**src/rtl/csa_mul_pkg.sv**
```systemverilog
package csa_mul_pkg;
  // Single-bit full-adder equations shared by compressors and ripple sections.
  function automatic logic fa_sum(input logic x, input logic y, input logic z);
    return x ^ y ^ z;
  endfunction

  function automatic logic fa_carry(input logic x, input logic y, input logic z);
    return (x & y) | (x & z) | (y & z);
  endfunction
endpackage

```
**src/rtl/csa_mul_tree.sv**
```systemverilog
// Partial-product generation plus carry-save reduction down to two rows.
module csa_mul_tree #(
  parameter int AW = 8,
  parameter int BW = 8,
  localparam int PW = AW + BW,
  localparam int NST = BW - 2
) (
  input  logic [AW-1:0] a,
  input  logic [BW-1:0] b,
  output logic [PW-1:0] row_s,
  output logic [PW-1:0] row_c
);
  import csa_mul_pkg::*;

  logic [PW-1:0] pp    [BW];
  logic [PW-1:0] s_acc [NST];
  logic [PW-1:0] c_acc [NST];

  // Row j holds a[i]&b[j] at weight 2^(i+j).
  for (genvar j = 0; j < BW; j++) begin : g_pp
    assign pp[j] = PW'(a & {AW{b[j]}}) << j;
  end

  // Stage k folds one more partial-product row into the sum/carry pair.
  for (genvar k = 0; k < NST; k++) begin : g_stage
    logic [PW-1:0] x, y, z, cy;
    if (k == 0) begin : g_first
      assign x = pp[0];
      assign y = pp[1];
    end else begin : g_next
      assign x = s_acc[k-1];
      assign y = c_acc[k-1];
    end
    assign z = pp[k+2];
    for (genvar i = 0; i < PW; i++) begin : g_col
      assign s_acc[k][i] = fa_sum(x[i], y[i], z[i]);
      assign cy[i]       = fa_carry(x[i], y[i], z[i]);
    end
    // Carries move one column up; the carry out of the top column is beyond the product width.
    assign c_acc[k] = {cy[PW-2:0], 1'b0};
  end

  assign row_s = s_acc[NST-1];
  assign row_c = c_acc[NST-1];
endmodule

```
**src/rtl/csa_mul_rca.sv**
```systemverilog
// Ripple-carry section built from full adders.
module csa_mul_rca #(
  parameter int N = 4
) (
  input  logic [N-1:0] x,
  input  logic [N-1:0] y,
  input  logic         cin,
  output logic [N-1:0] s,
  output logic         cout
);
  import csa_mul_pkg::*;

  logic [N:0] c;
  assign c[0] = cin;
  for (genvar i = 0; i < N; i++) begin : g_bit
    assign s[i]   = fa_sum(x[i], y[i], c[i]);
    assign c[i+1] = fa_carry(x[i], y[i], c[i]);
  end
  assign cout = c[N];
endmodule

```
**src/rtl/csa_mul_csel.sv**
```systemverilog
// Three-section carry-select adder: ripple low section, dual-rail upper sections.
module csa_mul_csel #(
  parameter int W  = 16,
  parameter int W0 = 4,
  parameter int W1 = 5,
  localparam int W2 = W - W0 - W1,
  localparam int B1 = W0,
  localparam int B2 = W0 + W1
) (
  input  logic [W-1:0] x,
  input  logic [W-1:0] y,
  output logic [W-1:0] sum,
  output logic         cout
);
  logic          c0;
  logic [W1-1:0] s1_lo, s1_hi;
  logic          c1_lo, c1_hi, c1;
  logic [W2-1:0] s2_lo, s2_hi;
  logic          c2_lo, c2_hi;

  csa_mul_rca #(.N(W0)) u_sec0 (
    .x(x[W0-1:0]), .y(y[W0-1:0]), .cin(1'b0), .s(sum[W0-1:0]), .cout(c0));

  csa_mul_rca #(.N(W1)) u_sec1_lo (
    .x(x[B2-1:B1]), .y(y[B2-1:B1]), .cin(1'b0), .s(s1_lo), .cout(c1_lo));
  csa_mul_rca #(.N(W1)) u_sec1_hi (
    .x(x[B2-1:B1]), .y(y[B2-1:B1]), .cin(1'b1), .s(s1_hi), .cout(c1_hi));

  csa_mul_rca #(.N(W2)) u_sec2_lo (
    .x(x[W-1:B2]), .y(y[W-1:B2]), .cin(1'b0), .s(s2_lo), .cout(c2_lo));
  csa_mul_rca #(.N(W2)) u_sec2_hi (
    .x(x[W-1:B2]), .y(y[W-1:B2]), .cin(1'b1), .s(s2_hi), .cout(c2_hi));

  // Carry arriving from below picks the precomputed result.
  assign sum[B2-1:B1] = c0 ? s1_hi : s1_lo;
  assign c1           = c0 ? c1_hi : c1_lo;
  assign sum[W-1:B2]  = c1 ? s2_hi : s2_lo;
  assign cout         = c1 ? c2_hi : c2_lo;
endmodule

```
**src/rtl/csa_mul.sv**
```systemverilog
// Registered unsigned multiplier: input regs -> CSA tree -> carry-select CPA -> output reg.
module csa_mul #(
  parameter int AW   = 8,
  parameter int BW   = 8,
  parameter int SEC0 = 4,
  parameter int SEC1 = 5,
  localparam int PW  = AW + BW
) (
  input  logic          clk,
  input  logic          rst,
  input  logic [AW-1:0] op_a,
  input  logic [BW-1:0] op_b,
  output logic [PW-1:0] product
);
  logic [AW-1:0] a_q;
  logic [BW-1:0] b_q;
  logic [PW-1:0] row_s, row_c;
  logic [PW-1:0] cpa_sum;
  logic          cpa_cout;
  logic [PW-1:0] rows_total;   // behavioural view of the two-row sum, for checks
  logic [PW-1:0] exact_now;    // behavioural product of registered operands, for checks

  function automatic logic [PW-1:0] exact_product(input logic [AW-1:0] a, input logic [BW-1:0] b);
    return PW'(a) * PW'(b);
  endfunction

  always_ff @(posedge clk) begin
    if (rst) begin
      a_q     <= '0;
      b_q     <= '0;
      product <= '0;
    end else begin
      a_q     <= op_a;
      b_q     <= op_b;
      product <= cpa_sum;
    end
  end

  csa_mul_tree #(.AW(AW), .BW(BW)) u_tree (
    .a(a_q), .b(b_q), .row_s(row_s), .row_c(row_c));

  csa_mul_csel #(.W(PW), .W0(SEC0), .W1(SEC1)) u_cpa (
    .x(row_s), .y(row_c), .sum(cpa_sum), .cout(cpa_cout));

  assign rows_total = row_s + row_c;
  assign exact_now  = exact_product(a_q, b_q);

  // reduced rows carry the full product
  a_r3_rows_match: assert property (@(posedge clk) disable iff (rst)
    rows_total == exact_now);

  // carry-select adder agrees with the two-row sum
  a_r5_cpa_match: assert property (@(posedge clk) disable iff (rst)
    cpa_sum == rows_total);

  // product always fits; no carry escapes the final adder
  a_r6_no_overflow: assert property (@(posedge clk) disable iff (rst)
    !cpa_cout);

  // registered output is the product of the previous registered operands
  a_r1_product: assert property (@(posedge clk) disable iff (rst)
    1'b1 |=> product == exact_product($past(a_q), $past(b_q)));

  // a zero operand yields a zero product
  a_r4_zero: assert property (@(posedge clk) disable iff (rst)
    (a_q == '0 || b_q == '0) |=> product == '0);

  // multiplying by one passes the other operand through
  a_r7_identity: assert property (@(posedge clk) disable iff (rst)
    (a_q == AW'(1)) |=> product == PW'($past(b_q)));

  // steady operands keep the product steady
  a_r8_hold: assert property (@(posedge clk) disable iff (rst)
    ($stable(a_q) && $stable(b_q)) |=> $stable(product));
endmodule

```
**config.mk**
```make
export PLATFORM = sky130hd
export DESIGN_NAME = csa_mul
export DESIGN_NICKNAME = d
export VERILOG_FILES = /design/src/rtl/csa_mul_pkg.sv /design/src/rtl/csa_mul_tree.sv /design/src/rtl/csa_mul_rca.sv /design/src/rtl/csa_mul_csel.sv /design/src/rtl/csa_mul.sv
export SDC_FILE = /design/constraint.sdc
export NUM_CORES = 1
export LEC_CHECK = 0
export ABC_CLOCK_PERIOD_IN_PS = 14100
export BUFFER_PORTS_ARGS = -buffer_cell sky130_fd_sc_hd__buf_2
export CAP_MARGIN = 30
export CORE_ASPECT_RATIO = 0.75
export CORE_UTILIZATION = 50
export DETAILED_ROUTE_END_ITERATION = 12
export PLACE_DENSITY = 0.67
export RECOVER_POWER = 100
export SYNTH_ARGS = -nofsm -noshare
export SYNTH_HDL_FRONTEND = slang
export SYNTH_SLANG_ARGS = --single-unit
```
**constraint.sdc**
```tcl
create_clock -name clk -period 14.1 [get_ports clk]
set_input_delay 1.41 -clock clk [delete_from_list [all_inputs] [get_ports clk]]
set_output_delay 1.41 -clock clk [all_outputs]
set_load 0.01 [all_outputs]
```
==> results.md, run 1 <==
- Final Hold Viols: 0
- Largest net degree at the start of global routing: 35
- Synth Net Count: 314
- Initial DRC Count: 37
- DR vias: 1,576
- Total wire length: 3610 um
- CORE AREA: 0.00457 mm^2
- Post-DP HPWL: 2930 um
- Synth top area share: 34.6%
- Synth top cells by count: nand2_1 (46), fa_1 (42), dfxtp_1 (32)
- Rows: 21
- Port-buffer cells: 33
- CTS Buf Count: 5
- Largest area contributor in the netlist: fa_1
- Leakage power: 0.00118 uW
- Fin crit share: 41.4%
- Die height: 62.4 um
- GR Overflow Total: 0
- Net Sw Frac: 27.5%
- Final setup vio count: 0
- Total placed cells including tap cells: 325
- Drt first pass iters: 4
- Crit path kind: reg -> reg
- Least-Margin Pin Slew: 1.39 ns
- Int Power: 169 uW
- Routed wire per std cell: 10.8 um
- Sw power: 64.2 uW
- Prevailing post-synth register cell: dfxtp_1
- Nets: 350
- Data arrival, critical path: 6.02 ns
- DRC errors left: 0
- Clk sinks: 32
- Syn_area_per_cell: 10.2 um^2
- DIE AREA: 0.00515 mm^2
- Critical Path Fanout Max: 8
- Max-cap violations: 0
- Post-synth EDFFs: 0
- Vias in the first global route: 1,566
- DRT antenna net count: 0
- RSZ-0062 raised after global routing: no
- Routability congestion estimate: 0.852
- Final core occ: 59.6%
- Seq pwr share: 44.0%
- Skew final: 0.00823 ns
- Clock Power Share: 38.0%
- Mapped Cells: 239
- Clock slew at reported path FFs: 0.07 ns
- CTS Hold Bufs: 0
- Synth area leaders: fa_1 (35%), dfxtp_1 (26%), ha_1 (7.7%)
- Initial Util: 53.2%
- Count leader, synth: nand2_1
- Crit. End Element: flop
- Synthesized area: 0.00243 mm^2
- Post-route insts no fill: 333
- TritonCTS clock tree: built
- Max_slew headroom: 7.50%
- Gate power share: 18.0%
- Via/cell ratio: 4.73
- Min Tclk post-route: 5.83 ns
- Setup bufs post-CTS: 0
- CP Launch Type: flop
- Layout area overhead: 12.0%
- Root buffer cell: clkbuf_8
- Overall power: 234 uW
- Number of synthesis warnings: 0
- Clock Tree Buf Depth: 2
- Synth unique cells: 22
- Post-synthesis sequential area ratio: 26.3%
- Synthesis-stage register bit count: 32
- Final TNS setup: 0 ns
- Hold Path Class: reg -> reg
- Clock H-tree levels: 2
- Layout cell share with drive strength beyond 1: 9.42%
- First-pass GRT wire length: 6710 um
- Worst skew pair latency: 0.29 ns
- Max IR drop VDD: 0.0000509 V
- Outcome: finished, final reports clean
- Post-synth ARST share: 0%
- CP Data Required Time: 14.29 ns
- Max Slew Vio Count: 0
- Initial antenna violation count: 0
- Post-cts sizing count: 0
- I/O pin count: 34
- Total Routing Usage GR: 17.0%
- Max Clk Rate: 171 MHz
- Chip Width: 82.6 um
- ANT cells: 0
- Power Density: 85.7 mW/mm^2
[final timing paths]
path	startpoint	endpoint	slack, ns	cells past startpoint
worst max-delay path	b_q[0]	product[14]	8.27	15
worst min-delay path	b_q[0]	product[0]	0.58	2
worst max register to register	b_q[0]	product[14]	8.27	15
worst min register to register	b_q[0]	product[0]	0.58	2
[flip-flops by register name, indices dropped and copies added, names as in the netlist]
signal / flops
product: 16
a_q: 8
b_q: 8
[power groups by stage]
stage | combinational, uW | clock, uW | sequential (uW)
after floorplan | 31.9 | 0 | 105
after global placement | 44.0 | 0 | 105
after detailed placement | 44.8 | 0 | 105
after CTS | 45.0 | 91.1 | 103
after global routing | 50.3 | 95.9 | 104
final | 42.0 | 88.7 | 103
[cell type report]
class,count,area [um^2]
Timing Repair Buffer,33,144
Multi-Input combinational cell,175,1650
Inverter,28,105
Fill cell,416,1850
Clock inverter,3,42.5
Sequential cell,32,641
Clock buffer,5,68.8
Tap cell,57,71.3
[placed cells by master, fill, tap and decap left out, drive strengths merged, types with 2 or more instances in the layout]
| cell | Yosys | layout |
|---|---|---|
| ha | 15 | 15 |
| nor2 | 10 | 10 |
| nand2 | 46 | 46 |
| nor2b | 26 | 26 |
| nand2b | 2 | 2 |
| mux2 | 2 | 2 |
| inv | 28 | 28 |
| and2 | 20 | 20 |
| buf | 0 | 16 |
| clkbuf | 4 | 22 |
| fa | 42 | 42 |
| xor2 | 2 | 2 |
| dfxtp | 32 | 32 |
| xnor2 | 2 | 2 |
[through the flow]
stage / instance area, um^2 / setup slack [ns] / hold WS [ns]
final: 2730 / 8.27 / 0.585
after global routing: 2730 / 7.93 / 0.635
after CTS: 2770 / 8.47 / 0.580
after detailed placement: 2660 / 8.48 / 0.569
after global placement: 2660 / 8.55 / 0.552
after floorplan: 2430 / 8.72 / 0.468
[layer usage]
metal	global-route usage, %	wire length [um]	up-vias
met5	0	0	-
met4	4.53	30	0
met3	4.38	152	5
met2	26.4	1640	31
met1	23.6	1790	756
li1	-	-	784
[kinds of logic after synthesis]
group           count (synthesis)  share of synthesized area, %
compound gates                  6                          2.52
buf+inv                        32                          4.94
simple gates                  106                          21.4
flops                          32                          26.3
mux                             2                          1.08
fa+ha+maj                      57                          42.3
xor+xnor                        4                          1.44
[critical path, cell delays in order (launching register included)]
cell and delay, ns:
dfxtp_1 0.46, nand2_1 0.12, fa_1 0.52, fa_1 0.53
fa_1 0.52, fa_1 0.51, fa_1 0.54, inv_1 0.05
fa_1 0.43, ha_1 0.22, fa_1 0.44, or2_0 0.25
a31o_2 0.23, a21oi_1 0.27, o311ai_0 0.28, mux2_4 0.35
No activity file was read; power rests on OpenSTA's default activity.
==> inputs of run 2 (changes only) <==
--- a/config.mk
+++ b/config.mk
@@ -5,7 +5,7 @@
 export SDC_FILE = /design/constraint.sdc
 export NUM_CORES = 1
 export LEC_CHECK = 0
-export ABC_CLOCK_PERIOD_IN_PS = 14100
+export ABC_CLOCK_PERIOD_IN_PS = 6100
 export BUFFER_PORTS_ARGS = -buffer_cell sky130_fd_sc_hd__buf_2
 export CAP_MARGIN = 30
 export CORE_ASPECT_RATIO = 0.75
==> constraint.sdc (replaced) <==
create_clock -name clk -period 6.1 [get_ports clk]
set_input_delay 0.61 -clock clk [delete_from_list [all_inputs] [get_ports clk]]
set_output_delay 0.61 -clock clk [all_outputs]
set_load 0.01 [all_outputs]
==> results.md, run 2 (same netlist as run 1, synthesis figures left out) <==
- Outcome: finished, final reports clean
- CP Data Required Time: 6.28 ns
- Root buffer cell: clkbuf_8
- Power Density: 197 mW/mm^2
- Sw power: 149 uW
- RSZ-0062 raised after global routing: no
- Hold Path Class: in -> reg
- Biggest registers after layout: product: 16 flops, a_q: 8 flops, b_q: 8 flops
- Multi-input gate area: 0.00167 mm^2
- Crit. End Element: flop
- CP Launch Type: flop
- Total wire length: 3670 um
- Max_slew headroom: 5.44%
- Worst skew pair latency: 0.29 ns
- Port-buffer cells: 33
- ANT cells: 0
- Setup bufs post-CTS: 0
- CTS Buf Count: 5
- Post-DP HPWL: 2970 um
- I/O pin count: 34
- Max FFs per register: 16
- Post-route insts no fill: 333
- Initial DRC Count: 35
- First-pass GRT wire length: 6930 um
- Fin crit share: 92.4%
- CTS Hold Bufs: 0
- Clock slew at reported path FFs: 0.07 ns
- Drt first pass iters: 4
- Least-Margin Pin Slew: 1.42 ns
- Max IR drop VDD: 0.000142 V
- Clock Tree Buf Depth: 2
- Max Clk Rate: 177 MHz
- Die height: 62.4 um
- Chip Width: 82.6 um
- Net Sw Frac: 27.5%
- Initial Util: 53.2%
- Gate power share: 18.2%
- Total placed cells including tap cells: 325
- Critical Path Fanout Max: 8
- Final-layout fill cell count: 421
- Final Hold Viols: 0
- Max Slew Vio Count: 0
- Via/cell ratio: 4.75
- Routability congestion estimate: 0.852
- Layout cell share with drive strength beyond 1: 9.78%
- Total Routing Usage GR: 17.5%
- Post-cts sizing count: 0
- Crit path kind: reg -> reg
- Routed wire per std cell: 11.0 um
- Max-cap violations: 0
- DRC errors left: 0
- Commonest non-fill, non-tap cell in the layout: nand2_1
- Layout area overhead: 12.5%
- Min Tclk post-route: 5.64 ns
- Initial antenna violation count: 0
- Clock H-tree levels: 2
- Int Power: 392 uW
- Largest net degree at the start of global routing: 35
- DIE AREA: 0.00515 mm^2
- CORE AREA: 0.00457 mm^2
- DR vias: 1,583
- Final TNS setup: 0 ns
- Largest Register: product
- Clk sinks: 32
- Final setup vio count: 0
- Seq pwr share: 44.0%
- DRT antenna net count: 0
- Leakage power: 0.00118 uW
- Data arrival, critical path: 5.82 ns
- TritonCTS clock tree: built
- Skew final: 0.00751 ns
- Rows: 21
- Vias in the first global route: 1,627
- GR Overflow Total: 0
- Reg area: 641 um^2
- Commonest cells after routing, fill and taps aside: nand2_1 (46), fa_1 (42), dfxtp_1 (32)
- Clock Power Share: 37.8%
- Nets: 350
## run 2: cell types whose count changed in the layout (fill, tap and decap cells not counted)
cell      change
a21oi_1       -1
a21oi_4       +1
o311ai_0      -1
o311ai_1      +1
## run 2: worst max-delay path, stage by stage, from the launching register on
cell      delay (ns)
dfxtp_1         0.47
nand2_1         0.12
fa_1            0.52
fa_1            0.53
fa_1            0.52
fa_1            0.51
fa_1            0.54
inv_1           0.05
fa_1            0.43
ha_1            0.22
fa_1            0.44
or2_0           0.25
a31o_2          0.25
a21oi_4         0.18
o311ai_1        0.18
mux2_4          0.32
## run 2: metal layers
| layer | routed length, um | global-route usage [%] | vias up | part of all wire [%] |
|---|---|---|---|---|
| met5 | 0 | 0 | - | 0 |
| met4 | 39 | 4.53 | 0 | 1.1 |
| met3 | 140 | 4.38 | 6 | 3.8 |
| met2 | 1670 | 27.5 | 31 | 46 |
| met1 | 1820 | 24.1 | 762 | 49 |
| li1 | - | - | 784 | - |
## run 2: cell type report
cell class	instances	area share, %
Clock buffer	5	2.51
Clock inverter	3	1.55
Inverter	28	3.84
Multi-Input combinational cell	175	60.8
Sequential cell	32	23.4
Tap cell	57	2.61
Timing Repair Buffer	33	5.26
## run 2: worst paths after layout
| check | slack [ns] | to | start | depth (start not counted) |
|---|---|---|---|---|
| worst max register to register | 0.46 | product[14] | b_q[0] | 15 |
| worst min-delay path | 0.52 | b_q[4] | op_b[4] | 2 |
| worst max-delay path | 0.46 | product[14] | b_q[0] | 15 |
| worst min register to register | 0.59 | product[0] | b_q[0] | 2 |
## run 2: per-stage QoR
stage	setup WS, ns	area [um^2]	hold slack, ns	utilization [%]	power [uW]
floorplan	0.716	2430	0.468	-	317
global placement	0.554	2660	0.552	58.1	344
detailed placement	0.481	2660	0.565	58.1	346
CTS	0.472	2770	0.518	60.5	552
global route	0.176	2740	0.528	59.9	581
finish	0.465	2740	0.524	59.9	541
## run 2: power by group through the flow
stage          Clock (uW)  Sequential (uW)  Combinational, uW
6_report              204              238               98.6
5_1_grt               221              241                118
4_1_cts               210              238                104
3_5_place_dp            0              242                104
3_3_place_gp            0              242                102
2_1_floorplan           0              243               73.7
==> inputs of run 3 (changes only) <==
--- a/config.mk
+++ b/config.mk
@@ -5,6 +5,7 @@
 export SDC_FILE = /design/constraint.sdc
 export NUM_CORES = 1
 export LEC_CHECK = 0
+export ABC_AREA = 1
 export ABC_CLOCK_PERIOD_IN_PS = 6100
 export BUFFER_PORTS_ARGS = -buffer_cell sky130_fd_sc_hd__buf_2
 export CAP_MARGIN = 30
==> results.md, run 3 <==
- Crit path kind: reg -> reg
- Syn_area_per_cell: 8.04 um^2
- Total Routing Usage GR: 17.1%
- Post-DP HPWL: 3220 um
- Commonest non-fill, non-tap cell in the layout: nand2_1
- Crit. End Element: flop
- Final-layout fill cell count: 467
- I/O pin count: 34
- Mapped Cells: 326
- Reg2reg start: a_q[7]
- Max IR drop VDD: 0.000116 V
- CP endpoint: product[11]
- Slowest Stage Delay on Critical Path: 0.55 ns
- Clock slew at reported path FFs: 0.07 ns
- Post-synth EDFFs: 0
- Slowest cell on crit path: fa_1
- Nets: 422
- Chip Width: 85.6 um
- Final setup vio count: 0
- Root buffer cell: clkbuf_8
- Clock Power Share: 37.2%
- Most frequent CP cell: fa_1
- Layout cell share with drive strength beyond 1: 10.1%
- Post-synth ARST share: 0%
- Synth top area share: 32.1%
- Max FFs per register: 16
- Max-cap violations: 0
- Clk sinks: 32
- Net Sw Frac: 28.9%
- Routability congestion estimate: 0.788
- Clock H-tree levels: 2
- Largest Register: product
- DRC errors left: 0
- DIE AREA: 0.00554 mm^2
- Post-synthesis sequential area ratio: 24.4%
- CTS Buf Count: 5
- Initial antenna violation count: 0
- Sw power: 159 uW
- Synth unique cells: 20
- Power Density: 192 mW/mm^2
- Drt first pass iters: 4
- Fin crit share: 84.6%
- Synthesized area: 0.00262 mm^2
- Seq pwr share: 43.2%
- Clock Tree Buf Depth: 2
- Crit-path cells: nand2_1 > fa_1 > fa_1 > fa_1 > fa_1 > fa_1 > inv_1 > fa_1 > ha_1 > fa_1 > inv_1 > mux2i_1 > o21ai_0 > a21oi_1
- Max Slew Vio Count: 0
- Worst reg2reg path endpoint: product[11]
- Commonest cells after routing, fill and taps aside: nand2_1 (82), inv_1 (74), fa_1 (42)
- Reg area: 641 um^2
- Port-buffer cells: 33
- Final Cell Area: 0.00288 mm^2
- RSZ-0062 raised after global routing: no
- Max_slew headroom: 19.1%
- Largest area contributor in the netlist: fa_1
- DRT antenna net count: 0
- Outcome: finished, final reports clean
- Leakage power: 0.00151 uW
- DR vias: 1,861
- Worst skew pair latency: 0.29 ns
- Total wire length: 3980 um
- Int Power: 392 uW
- Initial Util: 52.9%
- Least-Margin Pin Slew: 1.21 ns
- Synth Net Count: 401
- GR Overflow Total: 0
- Layout area overhead: 9.69%
- Post-cts sizing count: 0
- Gate power share: 19.5%
- Multi-input gate area: 0.00161 mm^2
- Synthesis-stage register bit count: 32
- Setup bufs post-CTS: 0
- CP Data Required Time: 6.32 ns
- Skew final: 0.00272 ns
- Min Tclk post-route: 5.16 ns
- Biggest registers after layout: product: 16 flops, a_q: 8 flops, b_q: 8 flops
- Synth top cells by count: nand2_1 (82), inv_1 (73), fa_1 (42)
- Rows: 22
- CP Launch Point: a_q[7]
- Placed cell areas: 0.00279 mm^2
- Final core occ: 58.1%
- Length in cells of the worst reg-to-reg path: 14
- First-pass GRT wire length: 7310 um
- CORE AREA: 0.00495 mm^2
- Via/cell ratio: 4.56
- Initial DRC Count: 35
- Largest net degree at the start of global routing: 29
- TritonCTS clock tree: built
- ANT cells: 0
- Number of synthesis warnings: 0
- Vias in the first global route: 1,766
- Routed wire per std cell: 9.76 um
- Final Hold Viols: 0
- Die height: 64.7 um
- CTS Hold Bufs: 0
- Hold Path Class: in -> reg
- Data arrival, critical path: 5.39 ns
- Max Clk Rate: 194 MHz
- Synth area leaders: fa_1 (32%), dfxtp_1 (24%), nand2_1 (12%)
- CP Launch Type: flop
- Critical Path Fanout Max: 8
- Prevailing post-synth register cell: dfxtp_1
- Setup slack, reg-to-reg: 0.94 ns
- Count leader, synth: nand2_1
- Final TNS setup: 0 ns
==> run 3: cell types whose count changed in the layout (fill, tap and decap cells not counted), moves of 6 or more <==
cell and delta:
a21oi_1 +6, and2_1 -20, inv_1 +46, nand2_1 +36
nand3_1 +7, nor2_1 +20, nor2b_1 -26
==> run 3: final cells by class <==
cell class,instances,share of cell area (%)
Multi-Input combinational cell,196,55.9
Tap cell,60,2.61
Clock buffer,5,2.39
Timing Repair Buffer,33,5.00
Clock inverter,3,1.48
Inverter,79,10.4
Sequential cell,32,22.3
==> run 3: logic make-up after synthesis <==
| kind of cell | after synthesis | share of synthesized area (%) |
|---|---|---|
| AOI/OAI and AO/OA | 10 | 1.91 |
| xor gates and xnor gates | 1 | 0.334 |
| adders and majority gates | 57 | 39.2 |
| buffers and inverters | 98 | 14.1 |
| DFF | 32 | 24.4 |
| muxes | 1 | 0.382 |
| and+or+nand+nor | 127 | 19.7 |
==> run 3: worst min-delay path by stage <==
stage | start | end | slack [ns] | cells past startpoint
after detailed placement | b_q[0] | product[0] | 0.54 | 2
after global placement | b_q[0] | product[0] | 0.53 | 2
after floorplan | b_q[0] | product[0] | 0.58 | 3
after CTS | op_b[6] | b_q[6] | 0.51 | 3
after global routing | op_b[4] | b_q[4] | 0.51 | 3
final | op_b[7] | b_q[7] | 0.52 | 3
==> run 3: worst max-delay path: cells and delay by family, from the launching register on <==
family,cells,cell delay (ns)
compound gates,2,0.22
simple gates,1,0.13
fa+ha+maj,8,3.78
buf+inv,2,0.27
mux,1,0.24
flops,1,0.47
==> run 3: per-layer routing <==
metal / GRT usage [%] / routed length (um)
met2: 28.9 / 1810
met5: 0 / 0
met1: 21.3 / 1970
met4: 6.88 / 65
met3: 3.82 / 142
==> run 3: power by group through the flow <==
stage,clock network [uW],registers [uW],logic [uW]
2_1_floorplan,0,237,89.7
3_3_place_gp,0,242,110
3_5_place_dp,0,243,112
4_1_cts,212,238,114
5_1_grt,222,241,129
6_report,205,238,108
==> run 3: per-stage QoR <==
stage                     worst slack [ns]  cells  hold WS (ns)  total power (uW)
after floorplan                       1.18    326         0.577               327
after global placement                1.08    400         0.528               352
after detailed placement             0.998    400         0.541               355
after CTS                            0.965    408         0.512               563
after global routing                 0.553    408         0.515               592
final                                0.936    408         0.517               551
